### src/rtl/pmap_walker.sv
module pmap_walker #(
  parameter int VPN_W     = 9,
  parameter int ADDR_W    = 18,
  parameter int PPN_W     = 9,
  parameter int MID_START = 'o340,
  parameter int HI_START  = 'o400,
  parameter int UMAP_OFS  = 'o200,
  parameter int SLO_OFS   = 'o1000,
  parameter int SMID_OFS  = 'o700,
  parameter int SHI_OFS   = 'o1200
) (
  input  logic              clk,
  input  logic              rst_n,
  input  logic              req_valid,
  output logic              req_ready,
  input  logic [VPN_W-1:0]  req_vpn,
  input  logic              req_user,
  input  logic              req_write,
  input  logic              req_query,
  input  logic [ADDR_W-1:0] user_base,
  input  logic [ADDR_W-1:0] sup_base,
  output logic              mem_req,
  output logic [ADDR_W-1:0] mem_addr,
  input  logic              mem_ack,
  input  logic [35:0]       mem_rdata,
  input  logic              mem_nxm,
  output logic              done,
  output logic              ok,
  output logic              fault,
  output logic              hard,
  output logic [PPN_W-1:0]  entry_ppn,
  output logic              entry_valid,
  output logic              entry_modify,
  output logic              tbl_we,
  output logic [VPN_W+6:0]  fsw
);

  localparam int HALF_W = 18;
  localparam int A_BIT  = 17;
  localparam int W_BIT  = 16;
  localparam int S_BIT  = 15;
  localparam int C_BIT  = 14;

  typedef enum logic {S_IDLE, S_FETCH} st_t;
  st_t st;

  logic [VPN_W-1:0]  q_vpn;
  logic              q_user, q_write, q_query;
  logic [ADDR_W-1:0] vz, desc_addr;
  logic [HALF_W-1:0] half;
  logic              d_a, d_w, d_s, d_c, take;

  assign req_ready = (st == S_IDLE);
  assign mem_req   = (st == S_FETCH);
  assign vz        = ADDR_W'(req_vpn);

  always_comb begin
    if (req_user)
      desc_addr = user_base + ADDR_W'(UMAP_OFS) + (vz >> 1);
    else if (req_vpn < VPN_W'(MID_START))
      desc_addr = sup_base + ADDR_W'(SLO_OFS) + (vz >> 1);
    else if (req_vpn < VPN_W'(HI_START))
      desc_addr = user_base + ADDR_W'(SMID_OFS) + ((vz - ADDR_W'(MID_START)) >> 1);
    else
      desc_addr = sup_base + ADDR_W'(SHI_OFS) + ((vz - ADDR_W'(HI_START)) >> 1);
  end

  assign half = q_vpn[0] ? mem_rdata[HALF_W-1:0] : mem_rdata[2*HALF_W-1:HALF_W];
  assign d_a  = half[A_BIT];
  assign d_w  = half[W_BIT];
  assign d_s  = half[S_BIT];
  assign d_c  = half[C_BIT];
  assign take = !mem_nxm && d_a && (!q_write || d_w);

  always_ff @(posedge clk) begin
    if (!rst_n) begin
      st           <= S_IDLE;
      q_vpn        <= '0;
      q_user       <= 1'b0;
      q_write      <= 1'b0;
      q_query      <= 1'b0;
      mem_addr     <= '0;
      done         <= 1'b0;
      ok           <= 1'b0;
      fault        <= 1'b0;
      hard         <= 1'b0;
      entry_ppn    <= '0;
      entry_valid  <= 1'b0;
      entry_modify <= 1'b0;
      tbl_we       <= 1'b0;
      fsw          <= '0;
    end else begin
      done   <= 1'b0;
      tbl_we <= 1'b0;
      case (st)
        S_IDLE: if (req_valid) begin
          q_vpn    <= req_vpn;
          q_user   <= req_user;
          q_write  <= req_write;
          q_query  <= req_query;
          mem_addr <= desc_addr;
          st       <= S_FETCH;
        end
        S_FETCH: if (mem_ack) begin
          st           <= S_IDLE;
          done         <= 1'b1;
          ok           <= take;
          fault        <= !take;
          hard         <= mem_nxm;
          entry_valid  <= take;
          entry_ppn    <= take ? half[PPN_W-1:0] : '0;
          entry_modify <= take && d_w;
          tbl_we       <= take && !q_query;
          fsw          <= {mem_nxm,
                           !mem_nxm && q_query && d_c,
                           !mem_nxm && (d_a || q_query) && d_s,
                           !mem_nxm && q_query && d_w,
                           !mem_nxm && d_a,
                           q_write, q_user, q_vpn};
        end
        default: st <= S_IDLE;
      endcase
    end
  end

endmodule

### config.mk
export PLATFORM = sky130hd
export DESIGN_NAME = pmap_walker
export DESIGN_NICKNAME = d
export VERILOG_FILES = /design/src/rtl/pmap_walker.sv
export SDC_FILE = /design/constraint.sdc
export NUM_CORES = 1
export LEC_CHECK = 0
export ABC_CLOCK_PERIOD_IN_PS = 3500
export BUFFER_PORTS_ARGS = -buffer_cell sky130_fd_sc_hd__buf_2
export CORE_ASPECT_RATIO = 1.1
export CORE_MARGIN = 4
export CORE_UTILIZATION = 50
export CTS_CLUSTER_DIAMETER = 40
export DETAILED_ROUTE_END_ITERATION = 16
export PLACE_DENSITY_LB_ADDON = 0.3
export SLEW_MARGIN = 20
export SYNTH_ARGS = -nofsm -noshare
export SYNTH_HDL_FRONTEND = slang
export SYNTH_SLANG_ARGS = --single-unit
### constraint.sdc
create_clock -name clk -period 3.5 [get_ports clk]
set_clock_uncertainty 0.05 [all_clocks]
set_input_delay 0.525 -clock clk [delete_from_list [all_inputs] [get_ports clk]]
set_output_delay 0.525 -clock clk [all_outputs]
set_load 0.01 [all_outputs]
# Word-level counts from Yosys, hierarchy flattened
# Index checks and enable logic that the tools add are counted.
# W data, S select, Z words.
classes:
  add_sub_neg: 10
  multipliers: 0
  n_div: 0
  magnitude_cmp: 2
  eq_ne: 0
  n_shift: 0
  n_mux: 9
  n_bitwise: 1
  reduce_logical: 19
ops:
  columns: ["operator", "n"]
  rows:
  - ["$mux W18", 4]
  - ["$add A18 B10 Y18 const B", 2]
  - ["$add A18 B17 Y18", 2]
  - ["$add A18 B8 Y18", 2]
  - ["$add A18 B8 Y18 const B", 1]
  - ["$add A18 B9 Y18 const B", 1]
  - ["$sub A9 B8 Y10 const B", 1]
  - ["$sub A9 B9 Y10 const B", 1]
  - ["$logic_and A1 B1 Y1", 9]
  - ["$lt A9 B8 Y1 const B", 1]
  - ["$lt A9 B9 Y1 const B", 1]
  - ["$mux W9", 1]
  - ["$reduce_and A2 Y1", 3]
  - ["$logic_not A1 Y1", 4]
  - ["$mux W1", 3]
  - ["$reduce_and A3 Y1", 1]
  - ["$logic_or A1 B1 Y1", 2]
  - ["$pmux W1 S2", 1]
  - ["$not A1 Y1", 1]
totals:
  regBits: 62
  latchBits: 0
  ramBits: 0
  rom_bits: 0
  in_bits: 89
  n_memories: 0

# Longest topological paths before layout
logic_depth:
  ltp_word: 5
  mapped_depth: 14
  depth_no_buf: 13

# Worst setup path before layout
# Ideal clock, no wire load.
synth_timing:
  path_kind: "input-to-reg"
  from: "input port req_vpn[8]"
  to: "register mem_addr[15]"
  arrival_ps: 2913
  t_required_ps: 3328
  path_slack_ps: 415
  path_stages: 14
  n_path_buf: 2
  path_cell_list: "clkbuf_1 clkbuf_1 nand2_1 nand2_1 ha_1 inv_1 ha_1 a21oi_1 o211ai_1 a21oi_1 a22oi_1 xnor2_1 a221oi_1 a221o_1"
synth_via:
  elab_chain_len: 5
synth_lines:
  columns: ["item", "line", "text"]
  rows:
  - ["from (decl)", "16", "input logic [VPN_W-1:0] req_vpn,"]
  - ["$sub A9 B9 Y10 or $sub A9 B8 Y10 (tied branches)", "65, 63", null]
  - ["$add A18 B17 Y18, on equally long branches", "65, 63", null]
  - ["$mux W18", "62", "else if (req_vpn < VPN_W'(HI_START))"]
  - ["$mux W18", "60", "else if (req_vpn < VPN_W'(MID_START))"]
  - ["$mux W18 *", "58", "if (req_user)"]
  - ["to (signal assigned)", "101", "mem_addr <= desc_addr;"]
  - ["to (decl)", "23", "output logic [ADDR_W-1:0] mem_addr,"]
# Mark *: on every way between the ends. The rest lies on a longest branch, timed or not.
# A chain may end at the register's enable or synchronous reset.

# Worst setup path after layout
layout_timing:
  from: "input port req_vpn[2]"
  to: "register mem_addr[15]"
# Same word-level chain as after synthesis.

==> flow_metrics.tcl <==
set metrics [dict create \
    critPathRequiredTime_ps 3660 \
    p_leak_nw 3.18 \
    yosysWarnings 0 \
    cts_buffer_depth 2 \
    r2r_slack_ps 1310 \
    cts_root_buffer "clkbuf_16" \
    clock-sinks 61 \
    fin_crit_ps 3090 \
    cp-start-kind "input port" \
    synth-seq-area-share_pct 21.6 \
    synth_fa_ha_area_share_pct 20.2 \
    cts_hold_buf 0 \
    overflow 0 \
    clk_pin_slew_ps 50 \
    finalHoldViolCount 0 \
    synth_top_family_by_area "compound AO/OA/AOI/OAI gates" \
    drt-met1-wl_mm 6.73 \
    critPathKind "in2reg" \
    grt_max_degree 53 \
    power_density_nw_per_um2 380 \
    syn-num-nets 884 \
    drc 0 \
    met3_length_um 992 \
    synthFlopType "dfxtp_1" \
    postCtsResizedCells 0 \
    drv_cap 0 \
    rows 40 \
    vias_per_cell 5.68 \
    grt_pass1_vias 5300 \
    start_util_pct 51.4 \
    portBuffers 130 \
    fin_nets 1011 \
    die-area_um2 13100 \
    final.period_utilization_pct 88.2 \
    end_kind "register" \
    crit_path_max_fanout 4 \
    setup_violations 0 \
    die_w_um 109 \
    syn_avg_cell_area_um2 7.98 \
    drt_first_pass_iters 5 \
    n_antenna_cell 0 \
    cts_tree "yes" \
    drive_gt1_share_pct 20.1 \
    placed_area_um2 6480 \
    io-pin-count 141 \
    status "finished clean" \
    synthSimpleGateAreaFrac_pct 16.9 \
    tns_ps 0 \
    antenna_found_initial 0 \
    grt_pass1_wl_mm 24.9 \
    fin_area_um2 6780 \
    ys_types 63 \
    synthMuxAreaShare_pct 2.83 \
    synthesis.area_um2 5660 \
    synth-xor-area-share_pct 8.67 \
    top_layer_used "met4" \
    wl_met2_mm 7.36 \
    wl_per_cell_um 15.7 \
    synthArstFlopShare_pct 0 \
    hpwlAfterDp_mm 12.5 \
    htreeDepth 3 \
    synthCells 709 \
    vdd_drop_max_uv 254 \
    ys_seq_elements 61 \
    ant_nets 0 \
    place_congestion 0.896 \
    maxSlewViolCount 0 \
    postCtsSetupRepairBufs 0 \
    vias 5609 \
    hold_slack_ps 379 \
    insertion_delay_ps 320 \
    synth-compound-area-share_pct 25.8 \
    synth_edf_count 0 \
    fmax_mhz 324 \
    wl_mm 15.4 \
    holdCritPathClass "in2reg" \
    relSlewSlack_pct 45.9 \
    arrival_ps 3250 \
    core-area_um2 11000 \
    fp.dieH_um 120 \
    cts_inserted_buffers 9 \
    syn_to_final_growth_pct 19.9 \
    tightest_slew_ps 811 \
    rsz0062_at_grt "false" \
    drtIter0Drc 386 \
    grt_usage_pct 23.5 \
]
-- synth_stat cells (all sizes together), types with 5 or more instances --
master,n,share of area (%)
dfxtp,61,22
o21a,5,0.66
fa,9,3.2
and3,10,1.1
a31oi,6,0.66
a211oi,10,1.3
nand2b,9,1.0
nor2,35,2.3
buf,6,0.53
nand4,6,0.66
xnor2,40,6.2
o211ai,5,0.66
a21oi,59,5.3
o21ai,45,4.0
and2,6,0.66
o221ai,12,1.9
mux2i,16,2.8
a21boi,27,3.6
a21o,10,1.3
xor2,16,2.5
inv,31,2.1
nor3,8,0.80
nand2,106,7.0
nand3,15,1.3
ha,77,17
o31ai,7,1.1
nor2b,8,0.88
clkbuf,21,1.4
-- kinds of logic (layout without fill, tap and decap cells) --
group	count (synthesis)	count (layout)
compound gates	220	220
xor+xnor	56	56
fa+ha+maj	86	86
buf+inv	58	189
flops	61	61
mux	16	16
simple gates	212	212
-- routing by layer --
| layer | up-vias | global-route usage (%) |
|---|---|---|
| li1 | 2814 | - |
| met1 | 2589 | 30.2 |
| met2 | 179 | 40.4 |
| met3 | 27 | 2.69 |
| met4 | 0 | 7.95 |
| met5 | - | 0 |
-- registers in the layout (all words and copies together), names as in the netlist --
signal and cells:
q_vpn 9, done 1, fsw 15, mem_addr 18, entry_ppn 9, q_query 1, q_user 1, mem_req 1
hard 1, tbl_we 1, entry_valid 1, q_write 1, fault 1, entry_modify 1
-- where the power goes --
part	switching, mW	leakage, nW	internal [mW]
clock	0.300	0.147	0.582
combinational	0.530	2.53	0.399
sequential	0.0292	0.498	0.734
total	0.859	3.18	1.72
-- area by class of cell --
cell class	instances	area (um2)
Inverter	31	116
Fill cell	1026	4230
Timing Repair Buffer	143	748
Multi-Input combinational cell	590	4210
Tap cell	147	184
Clock buffer	11	253
Sequential cell	61	1220
Clock inverter	4	47.5
-- through the flow --
stage          utilization, %  std cells  total power, mW  worst slack, ps
3_5_place_dp             58.9        972             1.69             84.9
3_3_place_gp             58.9        972             1.67              131
2_1_floorplan               -        709             1.43              415
4_1_cts                  61.6        987             2.58              434
6_report                 61.6        987             2.57              415
5_1_grt                  61.6        987             2.73              233
-- worst max-delay path, stage by stage --
cell     delay (ps)
buf_2           130
ha_1            340
ha_1            260
fa_1            430
a211o_1         310
and3_1          210
a41oi_2         320
o21ai_1         130
xnor2_1         150
nand2_1          80
a221o_1         350
-- path summary, 6_finish.rpt --
check	cells after the start	to	startpoint
max	11	mem_addr[15]	req_vpn[2]
max reg2reg	5	entry_ppn[1]	q_vpn[0]
min	2	mem_req	req_valid
min reg2reg	2	entry_ppn[2]	entry_ppn[2]
-- layout by cell type, fill, tap and decap left out, types with 7 or more instances in the layout --
master and count:
o21ai_0 32, nand2b_1 9, nand2_1 106, nor3_1 7, xor2_1 16, o221ai_1 12
buf_2 130, nor2b_1 7, xnor2_1 40, fa_1 9, a211oi_1 10, a21o_1 10
o21ai_1 13, nor2_1 35, mux2i_1 16, inv_1 30, ha_1 77, dfxtp_1 61
nand3_1 15, a21oi_1 58, buf_4 13, and3_1 10, clkbuf_16 9, a21boi_0 25
No activity file was read; power rests on OpenSTA's default activity.
